$ cat config.mk
export PLATFORM = sky130hd
export DESIGN_NAME = epw_writer
export DESIGN_NICKNAME = d
export VERILOG_FILES = /design/src/rtl/epw_pkg.sv /design/src/rtl/epw_down_timer.sv /design/src/rtl/epw_req_check.sv /design/src/rtl/epw_poll_eval.sv /design/src/rtl/epw_writer.sv
export SDC_FILE = /design/constraint.sdc
export NUM_CORES = 1
export LEC_CHECK = 0
export BUFFER_PORTS_ARGS = -buffer_cell sky130_fd_sc_hd__buf_4
export CORE_MARGIN = 2
export CORE_UTILIZATION = 46
export DETAILED_ROUTE_END_ITERATION = 12
export GPL_ROUTABILITY_DRIVEN = 1
export PLACE_DENSITY = 0.72
export SLEW_MARGIN = 10
export SYNTH_ARGS = -nofsm -noshare
export SYNTH_HDL_FRONTEND = slang
export SYNTH_HIERARCHICAL = 1
export SYNTH_SLANG_ARGS = --single-unit
$ cat constraint.sdc
create_clock -name clk -period 4.3 [get_ports clk]
set_clock_uncertainty 0.2 [all_clocks]
set_input_delay 1.075 -clock clk [delete_from_list [all_inputs] [get_ports clk]]
set_output_delay 1.075 -clock clk [all_outputs]
set_load 0.01 [all_outputs]
$ cat src/rtl/epw_pkg.sv
package epw_pkg;

    typedef enum logic [2:0] {
        ST_IDLE,
        ST_LOAD,
        ST_SETUP,
        ST_PULSE,
        ST_HOLD,
        ST_GAP,
        ST_READ
    } epw_state_e;

    typedef enum logic {
        POLL_DATA7   = 1'b0,
        POLL_TOGGLE6 = 1'b1
    } epw_poll_e;

    typedef struct packed {
        logic ce_n;
        logic oe_n;
        logic we_n;
        logic dq_oe;
    } epw_bus_t;

    // Strobe levels for each controller phase
    function automatic epw_bus_t bus_of(epw_state_e st);
        epw_bus_t b;
        b = '{ce_n: 1'b1, oe_n: 1'b1, we_n: 1'b1, dq_oe: 1'b0};
        case (st)
            ST_SETUP, ST_HOLD: begin
                b.ce_n  = 1'b0;
                b.dq_oe = 1'b1;
            end
            ST_PULSE: begin
                b.ce_n  = 1'b0;
                b.we_n  = 1'b0;
                b.dq_oe = 1'b1;
            end
            ST_READ: begin
                b.ce_n = 1'b0;
                b.oe_n = 1'b0;
            end
            default: ;
        endcase
        return b;
    endfunction

    function automatic int max_of5(int a, int b, int c, int d, int e);
        int m;
        m = a;
        if (b > m) m = b;
        if (c > m) m = c;
        if (d > m) m = d;
        if (e > m) m = e;
        return m;
    endfunction

endpackage

$ cat src/rtl/epw_down_timer.sv
module epw_down_timer #(
    parameter int W = 8
) (
    input  logic         clk,
    input  logic         rst,
    input  logic         load,
    input  logic [W-1:0] load_val,
    output logic         zero
);
    logic [W-1:0] cnt_q;

    always_ff @(posedge clk) begin
        if (rst)                cnt_q <= '0;
        else if (load)          cnt_q <= load_val;
        else if (cnt_q != '0)   cnt_q <= cnt_q - 1'b1;
    end

    assign zero = (cnt_q == '0);
endmodule

$ cat src/rtl/epw_req_check.sv
module epw_req_check #(
    parameter int OFF_W      = 6,
    parameter int CNT_W      = 7,
    parameter int PAGE_BYTES = 64
) (
    input  logic [OFF_W-1:0] offset,
    input  logic [CNT_W-1:0] count,
    output logic             ok
);
    localparam int SW = CNT_W + 1;
    logic [SW-1:0] span;

    assign span = SW'(count) + SW'(offset);
    assign ok   = (count != '0)
               && (count <= CNT_W'(PAGE_BYTES))
               && (span  <= SW'(PAGE_BYTES));
endmodule

$ cat src/rtl/epw_poll_eval.sv
module epw_poll_eval import epw_pkg::*; (
    input  epw_poll_e   mode,
    input  logic [7:0]  rd_data,
    input  logic [7:0]  last_data,
    input  logic        prev_b6,
    input  logic        prev_ok,
    output logic        complete
);
    // Data mode demands the whole byte: bit 7 is inverted while busy,
    // and every bit is true once programming has ended.
    always_comb begin
        if (mode == POLL_DATA7) complete = (rd_data == last_data);
        else                    complete = prev_ok && (rd_data[6] == prev_b6);
    end
endmodule

$ cat src/rtl/epw_writer.sv
module epw_writer import epw_pkg::*; #(
    parameter int ADDR_W      = 15,
    parameter int PAGE_BYTES  = 64,
    parameter int SETUP_CYC   = 2,
    parameter int PULSE_CYC   = 4,
    parameter int HOLD_CYC    = 2,
    parameter int READ_CYC    = 3,
    parameter int GAP_CYC     = 8,
    parameter int WINDOW_CYC  = 37500,
    parameter int TIMEOUT_CYC = 2750000
) (
    input  logic                              clk,
    input  logic                              rst,
    input  logic                              start_i,
    input  logic [ADDR_W-1:0]                 base_addr_i,
    input  logic [$clog2(PAGE_BYTES+1)-1:0]   count_i,
    input  logic                              mode_i,
    input  logic [7:0]                        s_data_i,
    input  logic                              s_valid_i,
    output logic                              s_ready_o,
    output logic [ADDR_W-1:0]                 mem_addr_o,
    output logic [7:0]                        mem_dq_o,
    output logic                              mem_dq_oe_o,
    input  logic [7:0]                        mem_dq_i,
    output logic                              mem_ce_n_o,
    output logic                              mem_oe_n_o,
    output logic                              mem_we_n_o,
    output logic                              busy_o,
    output logic                              done_o,
    output logic                              err_o
);
    localparam int OFF_W  = $clog2(PAGE_BYTES);
    localparam int CNT_W  = $clog2(PAGE_BYTES + 1);
    localparam int PG_W   = ADDR_W - OFF_W;
    localparam int PH_MAX = max_of5(SETUP_CYC, PULSE_CYC, HOLD_CYC, READ_CYC, GAP_CYC);
    localparam int PH_W   = $clog2(PH_MAX + 1);
    localparam int WIN_W  = $clog2(WINDOW_CYC + 1);
    localparam int TO_W   = $clog2(TIMEOUT_CYC + 1);

    epw_state_e        state_q, state_d;
    logic [PG_W-1:0]   page_q;
    logic [OFF_W-1:0]  off_q;
    logic [CNT_W-1:0]  cnt_q, idx_q;
    epw_poll_e         mode_q;
    logic [7:0]        data_q;
    logic              prev6_q, prev_ok_q;
    logic              done_q, err_q;

    logic              req_ok, last_byte, complete;
    logic              ph_zero, win_zero, to_zero;
    logic              ph_load, win_load, to_load;
    logic [PH_W-1:0]   ph_val;
    logic              accept_start, take_byte, step_idx, poll_sample;
    logic              done_d, err_d;
    epw_bus_t          bus;

    epw_req_check #(.OFF_W(OFF_W), .CNT_W(CNT_W), .PAGE_BYTES(PAGE_BYTES)) u_req (
        .offset (base_addr_i[OFF_W-1:0]),
        .count  (count_i),
        .ok     (req_ok)
    );

    epw_poll_eval u_poll (
        .mode      (mode_q),
        .rd_data   (mem_dq_i),
        .last_data (data_q),
        .prev_b6   (prev6_q),
        .prev_ok   (prev_ok_q),
        .complete  (complete)
    );

    epw_down_timer #(.W(PH_W)) u_phase (
        .clk(clk), .rst(rst), .load(ph_load), .load_val(ph_val), .zero(ph_zero)
    );
    epw_down_timer #(.W(WIN_W)) u_window (
        .clk(clk), .rst(rst), .load(win_load),
        .load_val(WIN_W'(WINDOW_CYC - 1)), .zero(win_zero)
    );
    epw_down_timer #(.W(TO_W)) u_timeout (
        .clk(clk), .rst(rst), .load(to_load),
        .load_val(TO_W'(TIMEOUT_CYC - 1)), .zero(to_zero)
    );

    assign last_byte = (idx_q == cnt_q - 1'b1);

    always_comb begin
        state_d      = state_q;
        ph_load      = 1'b0;
        ph_val       = '0;
        win_load     = 1'b0;
        to_load      = 1'b0;
        accept_start = 1'b0;
        take_byte    = 1'b0;
        step_idx     = 1'b0;
        poll_sample  = 1'b0;
        done_d       = 1'b0;
        err_d        = 1'b0;
        case (state_q)
            ST_IDLE: if (start_i) begin
                if (req_ok) begin
                    accept_start = 1'b1;
                    state_d      = ST_LOAD;
                end else begin
                    err_d = 1'b1;
                end
            end
            ST_LOAD: begin
                if (s_valid_i) begin
                    take_byte = 1'b1;
                    state_d   = ST_SETUP;
                    ph_load   = 1'b1;
                    ph_val    = PH_W'(SETUP_CYC - 1);
                end else if (idx_q != '0 && win_zero) begin
                    err_d   = 1'b1;
                    state_d = ST_IDLE;
                end
            end
            ST_SETUP: if (ph_zero) begin
                state_d = ST_PULSE;
                ph_load = 1'b1;
                ph_val  = PH_W'(PULSE_CYC - 1);
            end
            ST_PULSE: if (ph_zero) begin
                state_d  = ST_HOLD;
                ph_load  = 1'b1;
                ph_val   = PH_W'(HOLD_CYC - 1);
                win_load = 1'b1;
            end
            ST_HOLD: if (ph_zero) begin
                if (last_byte) begin
                    state_d = ST_GAP;
                    ph_load = 1'b1;
                    ph_val  = PH_W'(GAP_CYC - 1);
                    to_load = 1'b1;
                end else begin
                    step_idx = 1'b1;
                    state_d  = ST_LOAD;
                end
            end
            ST_GAP: begin
                if (to_zero) begin
                    err_d   = 1'b1;
                    state_d = ST_IDLE;
                end else if (ph_zero) begin
                    state_d = ST_READ;
                    ph_load = 1'b1;
                    ph_val  = PH_W'(READ_CYC - 1);
                end
            end
            ST_READ: begin
                if (ph_zero && complete) begin
                    done_d  = 1'b1;
                    state_d = ST_IDLE;
                end else if (to_zero) begin
                    err_d   = 1'b1;
                    state_d = ST_IDLE;
                end else if (ph_zero) begin
                    poll_sample = 1'b1;
                    state_d     = ST_GAP;
                    ph_load     = 1'b1;
                    ph_val      = PH_W'(GAP_CYC - 1);
                end
            end
            default: state_d = ST_IDLE;
        endcase
    end

    always_ff @(posedge clk) begin
        if (rst) begin
            state_q   <= ST_IDLE;
            page_q    <= '0;
            off_q     <= '0;
            cnt_q     <= '0;
            idx_q     <= '0;
            mode_q    <= POLL_DATA7;
            data_q    <= '0;
            prev6_q   <= 1'b0;
            prev_ok_q <= 1'b0;
            done_q    <= 1'b0;
            err_q     <= 1'b0;
        end else begin
            state_q <= state_d;
            done_q  <= done_d;
            err_q   <= err_d;
            if (accept_start) begin
                page_q    <= base_addr_i[ADDR_W-1:OFF_W];
                off_q     <= base_addr_i[OFF_W-1:0];
                cnt_q     <= count_i;
                mode_q    <= epw_poll_e'(mode_i);
                idx_q     <= '0;
                prev_ok_q <= 1'b0;
            end
            if (take_byte) data_q <= s_data_i;
            if (step_idx)  idx_q  <= idx_q + 1'b1;
            if (poll_sample) begin
                prev6_q   <= mem_dq_i[6];
                prev_ok_q <= 1'b1;
            end
        end
    end

    assign bus         = bus_of(state_q);
    assign mem_ce_n_o  = bus.ce_n;
    assign mem_oe_n_o  = bus.oe_n;
    assign mem_we_n_o  = bus.we_n;
    assign mem_dq_oe_o = bus.dq_oe;
    assign mem_dq_o    = data_q;
    assign mem_addr_o  = {page_q, off_q + idx_q[OFF_W-1:0]};
    assign s_ready_o   = (state_q == ST_LOAD);
    assign busy_o      = (state_q != ST_IDLE);
    assign done_o      = done_q;
    assign err_o       = err_q;
endmodule

After elaboration in Yosys (flattened, before gate mapping)
Cells that the tools add are included.
- bits in registers: 87
- input port bits: 43
- output and inout port bits: 31
- logic and storage cells: 135
- $add $sub $neg: 7
- $lt $le $gt $ge: 2
- equal/unequal tests: 17
- mux-type cells: 65
- bitwise gates (word level): 1
- reductions and logical operators: 27
- operators with widths (kind ; count):
    two-way mux 3 bit ; 18
    two-way mux 22 bit ; 2
    two-way mux 1 bit ; 32
    two-way mux 16 bit ; 2
    zero test 22 bit ; 1
    nonzero test 22 bit ; 1
    subtractor 22 x 1 -> 22 bit, second input constant ; 1
    case mux 3 bit (7 select lines) ; 1
    case mux 3 bit (6 select lines) ; 1
    zero test 16 bit ; 1
    nonzero test 16 bit ; 1
    subtractor 16 x 1 -> 16 bit, second input constant ; 1
    two-way mux 7 bit ; 2
    nonzero test 7 bit ; 2
    != test 2 bit, second input constant ; 5
    nonzero test 2 bit ; 5
    equality test 3 bit, second input constant ; 3
    adder 7 x 6 -> 8 bit ; 1
    equality test 8 bit ; 1
    less-or-equal comparator 8 x 7 -> 1 bit, second input constant ; 1
    two-way mux 4 bit ; 2
    AND reduction 8 bit ; 1
    OR reduction 2 bit ; 4
    adder 7 x 1 -> 7 bit, second input constant ; 1
    other kinds (22) ; 29

Longest topological paths before layout
Gate-level depths: netlist (run 1).
- depth in word-level cells: 8
- depth in mapped cells: 13
- depth with buffers taken out: 12

Modules after synthesis
The synthesis (run 1) kept the hierarchy.
- modules (own cells, without submodules) (module ; instances ; cells each ; area an instance (µm²) ; seq. area each (µm²)):
    epw_writer ; 1 ; 321 ; 2476.1 ; 900.9
    epw_down_timer at u_timeout ; 1 ; 146 ; 1212.4 ; 440.4
    epw_down_timer at u_window ; 1 ; 116 ; 964.7 ; 320.3
    epw_req_check ; 1 ; 33 ; 275.3 ; 0.0
    epw_down_timer at u_phase ; 1 ; 24 ; 229.0 ; 80.1
    epw_poll_eval ; 1 ; 14 ; 121.4 ; 0.0

Worst setup path before layout (run 1)
No wires, ideal clock.
- path kind: in2reg
- start: input base_addr_i[0]
- end: register state_q[1]
- library setup time: 70 ps
- arrival: 3500 ps
- required time: 4030 ps
- setup slack: 530 ps
- stages: 11
- buffers on the path: 0
- cell sequence: ha_1 fa_1 xor2_1 or3_1 a2111oi_1 a221o_1 nand2_1 a22oi_1 o21ai_0 a211o_1 a21oi_1
- word-level cells in the longest chain between the ends: 5
- RTL lines (element ; RTL line ; text):
    start: declaration ; epw_writer.sv:15 ; input logic [ADDR_W-1:0] base_addr_i,
    adder 7 x 6 -> 8 bit ; epw_req_check.sv:13 ; assign span = SW'(count) + SW'(offset);
    less-or-equal comparator 8 x 7 -> 1 bit ; epw_req_check.sv:16 ; && (span <= SW'(PAGE_BYTES));
    logical AND 1 bit ; epw_req_check.sv:16 ;
    named net req_ok ; epw_writer.sv:49 ; logic req_ok, last_byte, complete;
    != test 2 bit (no line) ; n/a ;
    AND reduction 8 bit (no line) ; n/a ;
    end signal: assignment ; epw_writer.sv:182 ; state_q <= state_d;
    end: declaration ; epw_writer.sv:40 ; epw_state_e state_q, state_d;
The timed path passes the listed nets, and every way through them passes these cells.
A chain may end at the register's enable or synchronous reset.

Worst setup path in the final report (run 1)
- start: input base_addr_i[3]
- end: register state_q[1]
Same word-level chain as after synthesis.

==> results of run 1 <==
[worst reg2reg max path: stages (launching register included)]
cell	delay (ns)
dfxtp_1	0.33
inv_1	0.09
ha_1	0.21
or4b_1	0.61
nor2_1	0.18
and3_1	0.25
nand2b_1	0.21
a21oi_1	0.08
o21ai_0	0.16
nand3_1	0.19
or2_2	0.38
o32ai_1	0.23
[cell families after synthesis]
group	share of synthesized area
buffers and inverters	0.0450
AO/OA/AOI/OAI	0.179
other	0.00142
adder cells (fa/ha/maj)	0.0479
flip-flops	0.330
multiplexers	0.0185
AND/OR/NAND/NOR	0.281
XOR/XNOR	0.0969
[power by group through the flow]
stage | clock network [uW] | logic (uW) | registers, uW
global route | 839 | 1590 | 1150
detailed placement | 0 | 1410 | 1140
finish | 791 | 1420 | 1130
global placement | 0 | 1360 | 1130
CTS | 801 | 1420 | 1120
floorplan | 0 | 1150 | 1100
[worst max-delay path by stage]
stage | start | to | cells after the start
finish | base_addr_i[3] | state_q[1] | 12
CTS | base_addr_i[3] | state_q[1] | 12
floorplan | base_addr_i[0] | state_q[1] | 11
global placement | base_addr_i[1] | state_q[1] | 12
detailed placement | base_addr_i[3] | state_q[1] | 12
global route | base_addr_i[3] | state_q[1] | 12
[final cells by class]
cell class | instances | area (um2)
Fill cell | 1022 | 4950
Multi-Input combinational cell | 554 | 3460
Sequential cell | 87 | 1740
Timing Repair Buffer | 81 | 608
Clock buffer | 9 | 225
Tap cell | 143 | 179
Inverter | 25 | 93.8
Clock inverter | 7 | 70.1
[sequential cells by signal, indices dropped and copies added (netlist names)]
register,flops
cnt_q,7
done_o,1
err_o,1
idx_q,7
mem_dq_o,8
mode_q,1
off_q,6
page_q,9
prev6_q,1
prev_ok_q,1
state_q,3
u_phase/cnt_q,4
u_timeout/cnt_q,22
u_window/cnt_q,16
[metrics by stage]
| step | worst slack [ns] | instances |
|---|---|---|
| after global routing | 0.111 | 906 |
| after floorplan | 0.530 | 696 |
| final | 0.399 | 906 |
| after CTS | 0.421 | 906 |
| after global placement | 0.151 | 890 |
| after detailed placement | 0.0658 | 890 |
[synth_stat cells (3+ instances only)]
master | number | share of area
clkbuf_1 | 20 | 0.014
o22ai_1 | 13 | 0.015
buf_6 | 3 | 0.0064
nor2b_1 | 10 | 0.012
nand3b_1 | 5 | 0.0071
a21o_1 | 6 | 0.0085
nand2_1 | 111 | 0.079
or3_1 | 7 | 0.0083
nand2b_1 | 9 | 0.011
o21ai_0 | 15 | 0.014
nor3b_1 | 3 | 0.0043
nand4b_1 | 3 | 0.0050
nor4_1 | 10 | 0.012
a21boi_0 | 3 | 0.0043
or4_1 | 5 | 0.0071
and3_1 | 5 | 0.0059
xnor2_1 | 35 | 0.058
ha_1 | 17 | 0.040
nor2_1 | 38 | 0.027
dfxtp_1 | 87 | 0.33
nor4_4 | 3 | 0.012
nand3_1 | 16 | 0.015
xor2_1 | 19 | 0.032
mux2i_1 | 3 | 0.0057
a21oi_1 | 55 | 0.052
or2_2 | 4 | 0.0047
nor3_1 | 26 | 0.025
a221oi_1 | 3 | 0.0050
a31oi_1 | 6 | 0.0071
o21ai_1 | 3 | 0.0028
inv_1 | 25 | 0.018
a211o_1 | 3 | 0.0050
a22oi_1 | 5 | 0.0071
o31ai_1 | 6 | 0.0085
mux2_4 | 3 | 0.0085
buf_2 | 7 | 0.0066
nand4_1 | 5 | 0.0059
[metal layers]
layer  wire [um]  share of wire  GRT usage
met1        5480           0.45      0.250
met2        5810           0.47      0.349
met3         801          0.065     0.0645
met4         169          0.014     0.0626
met5           0              0          0
==> summary.txt, run 1 <==
Run status
  – Status: complete, no violations

STA
  – Slew HR: 0.280
  – Final setup viols: 0
  – Hold Slack: around 0.26 ns
  – Final Cycle Share: 0.907
  – Final hold viol count: 0
  – Final min period: ~3.9 ns
  – Final Max Tran Viols: 0
  – Slew at the pin closest to its max-slew limit: between 1 and 1.5 ns
  – FMAX: 0.256 GHz
  – RSZ-0062 raised after global routing: no
  – Final TNS setup: 0 ns

Critical path
  – CP Class: in -> reg
  – Flop-to-flop setup slack: around 1.1 ns
  – Critical path capture point type: flop
  – Required time of the critical path: between 4 and 5 ns
  – FF-to-FF path depth: 11
  – Maximum fanout along the worst path: 4
  – Startpoint Class: input pin
  – Buffers and inverters on the worst path: 1
  – Crit path max-delay family: compound AO/OA/AOI/OAI gates
  – Worst flop-to-flop path startpoint: u_timeout/cnt_q[0]
  – Slowest-stage cell, CP: or4_1
  – RR Endpoint: u_phase/cnt_q[3]
  – Max stage delay on crit path: 0.47 ns
  – Crit path DAT: 3.98 ns
  – Critical-path cell list: buf_4 -> ha_1 -> a21oi_2 -> nor2b_1 -> or4_1 -> a2111oi_1 -> a221o_1 -> nand2_1 -> a22oi_1 -> o21ai_0 -> a211o_1 -> a21oi_1

Placement
  – Hpwl dp: around 9 mm
  – Port-buffer cells: 73
  – RePlAce Congestion: ~0.84
  – Dpl cell area: around 6000 um2

Die
  – Die X: between 100 and 150 um
  – Die area: 12300 um2
  – CORE AREA: approximately 11000 um2
  – Site row count: 39
  – Starting density of the core: 0.466
  – # IOs: 74
  – Die height: 111 um

Synthesis
  – Mean area per synthesized cell: 8.07 um2
  – Synth Warn #: 6
  – Part of the Yosys area used for sequential elements: 0.330
  – Netlist cell types: just over 80
  – Post-synth EDFFs: 0
  – Cells after Synth: between 600 and 700
  – Dominant synthesized flop cell: dfxtp_1
  – Async set-reset flop share out of synthesis: 0
  – FF+latch count, synth: a little under 90
  – Post-Syn Area: 5280 um2

Clock network
  – Clk_lat worst skew: 0.34 ns
  – CTS Sinks: 87
  – Clock Path Buffers: 2
  – CTS Buf Count: 9
  – Clock root cell: clkbuf_16
  – CTS tree: built
  – Hold buffer count at cts: 0
  – H-tree depth: 3
  – Number of gates resized after cts: 0
  – Clock transition at path regs: roughly 0.070 ns
  – Setup Buffers After CTS: 0

Drt
  – ANT nets after route: 0
  – Via/cell ratio: 5.40
  – Wire length per cell after detailed routing: around 14 um
  – Drt total wl: ~12 mm
  – DRT iter0 DRCs: 228
  – Drt pass-1 iters: 5
  – Drt drc: 0
  – Vias after detailed routing: around 4900

Final layout
  – Commonest non-fill, non-tap cell in the layout: nand2_1
  – Most frequent cells in the layout: 111 x nand2_1, 87 x dfxtp_1, 81 x buf_4, 55 x a21oi_1, 44 x conb_1
  – Ant diodes: 0
  – Fraction of layout cells with a size suffix above 1: 0.169
  – Fin area: between 6000 and 7000 um2
  – Area grow syn2layout: 20.8%
  – Utilization after layout: 0.563
  – Final nets: a little over 800

Worst hold path
  – Hold Crit Endpoint: page_q[5]
  – Hold Path Class: reg -> reg
  – Hold path depth: 2
  – Hold Startpoint: page_q[5]

Global route
  – Total track usage: 0.205
  – Overflow after GRT: 0
  – Initial antenna violation count: 0
  – Via count of the first global-routing pass: between 4000 and 5000
  – Largest net degree at the start of global routing: 50
  – First-pass GRT wire length: 21.4 mm

Power
  – Sequential share of power: 0.338
  – Lkg Pwr: around 0.0026 uW
  – Total power: 3330 uW
  – P_sw: 1280 uW
  – Clock share of power: 0.237
  – PwrDens: 523 nW/um2
  – Combinational Power Share: 0.425
  – Int Power: between 2000 and 2500 uW
  – Maximum vdd drop: 0.299 mV
  – Switch share: 0.383

Job
  – Max-Cap Viols: 0
No activity file was read; power rests on OpenSTA's default activity.
==> inputs of run 2 (changes only) <==
Settings changed: ABC_AREA set to 1, SETUP_SLACK_MARGIN set to 0.5.
==> run 2 against run 1 <==
Utilization shrank 0.26 points. Synthesized cell count increased by 41%. Final area is 11% higher. Sequential power is 7% higher. Die area is 12% higher.
==> summary.txt, run 2 <==
Final layout
  – Layout Cells excl Fill: 1201 (+33%)
  – Commonest non-fill, non-tap cell in the layout: nand2_1
  – Largest Register: u_timeout/cnt_q
  – Utilization after layout: 0.560 (-0.00263)
  – Most frequent cells in the layout: 257 x nand2_1, 121 x nor2_1, 100 x inv_1, 87 x nand3_1, 87 x dfxtp_1
  – Max reg flops: 22 (unchanged)
  – Final nets: 1086 (+32%)
  – Area grow syn2layout: 19.4%
  – Fraction of layout cells with a size suffix above 1: 0.159 (-0.00969)
  – Largest regs: u_timeout/cnt_q x22, u_window/cnt_q x16, page_q x9
  – Ant diodes: 0 (unchanged)

Clock network
  – Clk_lat worst skew: 0.33 ns (about the same)
  – CTS Buf Count: 9 (unchanged)
  – H-tree depth: 3 (unchanged)
  – Clock Path Buffers: 2 (unchanged)
  – Clock transition at path regs: 0.06 ns (about the same)
  – Hold buffer count at cts: 0 (unchanged)
  – Clock root cell: clkbuf_16
  – Setup Buffers After CTS: 0 (unchanged)
  – CTS tree: built
  – Number of gates resized after cts: 0 (unchanged)
  – CTS Sinks: 87 (unchanged)

Worst hold path
  – Hold Path Class: reg -> reg
  – Hold path depth: 2 (unchanged)

Critical path
  – Crit path DAT: 3.52 ns (-0.46 ns)
  – Required time of the critical path: 4.32 ns (-0.06 ns)
  – Crit path from: base_addr_i[0]
  – Crit path max-delay family: simple AND/OR/NAND/NOR gates
  – CP most frequent cell: nand2_1
  – Worst setup path endpoint: cnt_q[3]
  – CP Class: in -> reg
  – Maximum fanout along the worst path: 29 (+25)
  – Max stage delay on crit path: 0.43 ns (-0.04 ns)
  – Slowest-stage cell, CP: fa_1
  – Critical-path cell list: buf_4 -> ha_1 -> fa_1 -> or2_1 -> nor2_1 -> nand3_1 -> nor2_2 -> nand2_1 -> a21oi_1 -> nand2_1 -> clkinv_1 -> nand2_1 -> buf_12 -> o21ai_0 -> a21oi_1
  – Startpoint Class: input pin
  – FF-to-FF path depth: 17 (+6)
  – Flop-to-flop setup slack: 1.16 ns (+0.07 ns)
  – Buffers and inverters on the worst path: 3 (+2)
  – Critical path capture point type: flop
  – RR Endpoint: u_phase/cnt_q[0]
  – Worst flop-to-flop path startpoint: u_timeout/cnt_q[0]
  – Crit. path cell count: 15 (+3)

Global route
  – Met2 Resource Use GR: 0.337 (-0.0115)
  – Via count of the first global-routing pass: 5148 (+7.8%)
  – First-pass GRT wire length: 24.1 mm (+13%)
  – Overflow after GRT: 0 (unchanged)
  – Total track usage: 0.207 (+0.00153)
  – GR peak layer: met2
  – Largest net degree at the start of global routing: 48 (-4.0%)
  – Initial antenna violation count: 0 (unchanged)
  – Routing usage on met1: 0.287 (+0.0378)
  – Met3 usage: 0.0281 (-0.0364)

Die
  – Die area: 13800 um2 (+12%)
  – Starting density of the core: 0.469 (+0.00297)
  – Die height: 117 um (+5.7%)
  – Die X: 117 um (+5.7%)
  – CORE AREA: 12600 um2 (+11%)
  – Site row count: 41 (+5.1%)
  – # IOs: 74 (unchanged)

Synthesis
  – Dominant synthesized flop cell: dfxtp_1
  – Async set-reset flop share out of synthesis: 0 (unchanged)
  – FF+latch count, synth: 87 (unchanged)
  – Synth Warn #: 6 (unchanged)
  – Part of the Yosys area used for sequential elements: 0.294 (-0.0358)
  – Top cells by area, synth: dfxtp_1 29%, nand2_1 16%, nor2_1 7.7%, nand3_1 7.4%, inv_1 6.3%
  – Post-Syn Area: 5920 um2 (+12%)
  – Mean area per synthesized cell: 6.44 um2 (-20%)
  – Top-count cell post-synth: nand2_1
  – Yosys top cell by area: dfxtp_1
  – Cells after Synth: 919 (+41%)
  – Netlist cell types: 40 (-51%)
  – Top-area cell type share of the netlist area: 0.294 (-0.0358)
  – Post-synth EDFFs: 0 (unchanged)
  – Synth top cells by count: 257 x nand2_1, 121 x nor2_1, 100 x inv_1

STA
  – Slew HR: 0.522 (+0.242)
  – Slew at the pin closest to its max-slew limit: 0.716 ns (-0.355 ns)
  – Final hold viol count: 0 (unchanged)
  – Final Max Tran Viols: 0 (unchanged)
  – RSZ-0062 raised after global routing: no
  – Hold Slack: 0.262 ns (+0.00573 ns)
  – Final min period: 3.49 ns (-0.407 ns)
  – Final TNS setup: 0 ns (unchanged)
  – Final Cycle Share: 0.813 (-0.0947)
  – FMAX: 0.286 GHz (+12%)
  – Final setup viols: 0 (unchanged)

Placement
  – Port-buffer cells: 73 (unchanged)
  – Hpwl dp: 10.6 mm (+19%)
  – Placed cell count: 1185 (+33%)
  – RePlAce Congestion: 0.844 (+0.27%)

Drt
  – DRT iter0 DRCs: 322 (+41%)
  – Drt drc: 0 (unchanged)
  – ANT nets after route: 0 (unchanged)
  – Wire length per cell after detailed routing: 11.5 um (-15%)
  – Vias after detailed routing: 5702 (+17%)
  – Via/cell ratio: 4.75 (-12%)
  – Drt pass-1 iters: 4 (-1)
  – Drt total wl: 13.8 mm (+13%)

Job
  – Max-Cap Viols: 0 (unchanged)

Power
  – Lkg Pwr: 0.00340 uW (+31%)
  – Maximum vdd drop: 0.285 mV (-4.7%)
  – Sequential share of power: 0.263 (-0.075)
  – PwrDens: 652 nW/um2 (+25%)
  – Clock share of power: 0.170 (-0.067)
  – Switch share: 0.470 (+0.0865)
  – Combinational Power Share: 0.567 (+0.142)
  – Int Power: 2440 uW (+19%)
  – P_sw: 2170 uW (+70%)

Run status
  – Status: complete, no violations
run 2: changes by cell type in the layout (fill, tap and decap cells not counted), sizes merged, moves of 22 or more:
| cell | delta |
|---|---|
| nand3 | +75 |
| nand2 | +167 |
| nor2 | +103 |
| xnor2 | -22 |
| inv | +81 |
run 2: worst min path at each step:
stage | slack (ns) | to | startpoint
floorplan | 0.24 | off_q[0] | off_q[0]
global placement | 0.25 | page_q[5] | page_q[5]
detailed placement | 0.26 | page_q[5] | page_q[5]
CTS | 0.27 | page_q[5] | page_q[5]
global route | 0.29 | prev_ok_q | prev_ok_q
finish | 0.26 | page_q[5] | page_q[5]
run 2: final cells by class:
class	instances	area, um2
clock buffers	10	239
fillers	1271	5550
repair buffers	79	606
multi-input cells	737	3800
inverters	110	413
flip-flops and latches	87	1740
clock inverters	6	60.1
well taps	172	215
run 2: logic make-up after synthesis:
kind of cell / share of synthesized area
simple gates: 0.425
buf+inv: 0.0879
compound gates: 0.101
flops: 0.294
xor+xnor: 0.0486
fa+ha+maj: 0.0427
other cells: 0.00127
run 2: metrics by stage:
step	cell area [um2]	setup slack [ns]	power, uW
floorplan	6060	0.912	3370
global placement	6770	0.608	3800
detailed placement	6770	0.453	3830
CTS	7070	0.802	4630
global route	7070	0.506	5070
finish	7070	0.806	4610
run 2: power by group through the flow:
stage               clock network [uW]  logic, uW  registers [uW]
CTS                                799       2620            1210
global route                       829       3000            1240
global placement                     0       2570            1230
floorplan                            0       2180            1180
detailed placement                   0       2600            1230
finish                             783       2610            1210
run 2: worst reg2reg max path, cell delays in order, from the launching register on:
cell     delay, ns
dfxtp_1       0.31
inv_2         0.08
ha_1          0.33
nand2_4       0.13
nor2_8        0.16
nand2_1       0.10
nor4_1        0.37
inv_1         0.14
nand2_1       0.12
nor2_1        0.06
inv_1         0.08
nor2_1        0.07
a31oi_1       0.21
nand3_1       0.22
inv_2         0.16
nand3_2       0.12
nand2_1       0.08
a21oi_1       0.05
run 2: per-layer routing:
metal | share of wire | wire length, um
met4 | 0.013 | 184
met2 | 0.44 | 6130
met1 | 0.51 | 7020
met3 | 0.036 | 502
met5 | 0 | 0
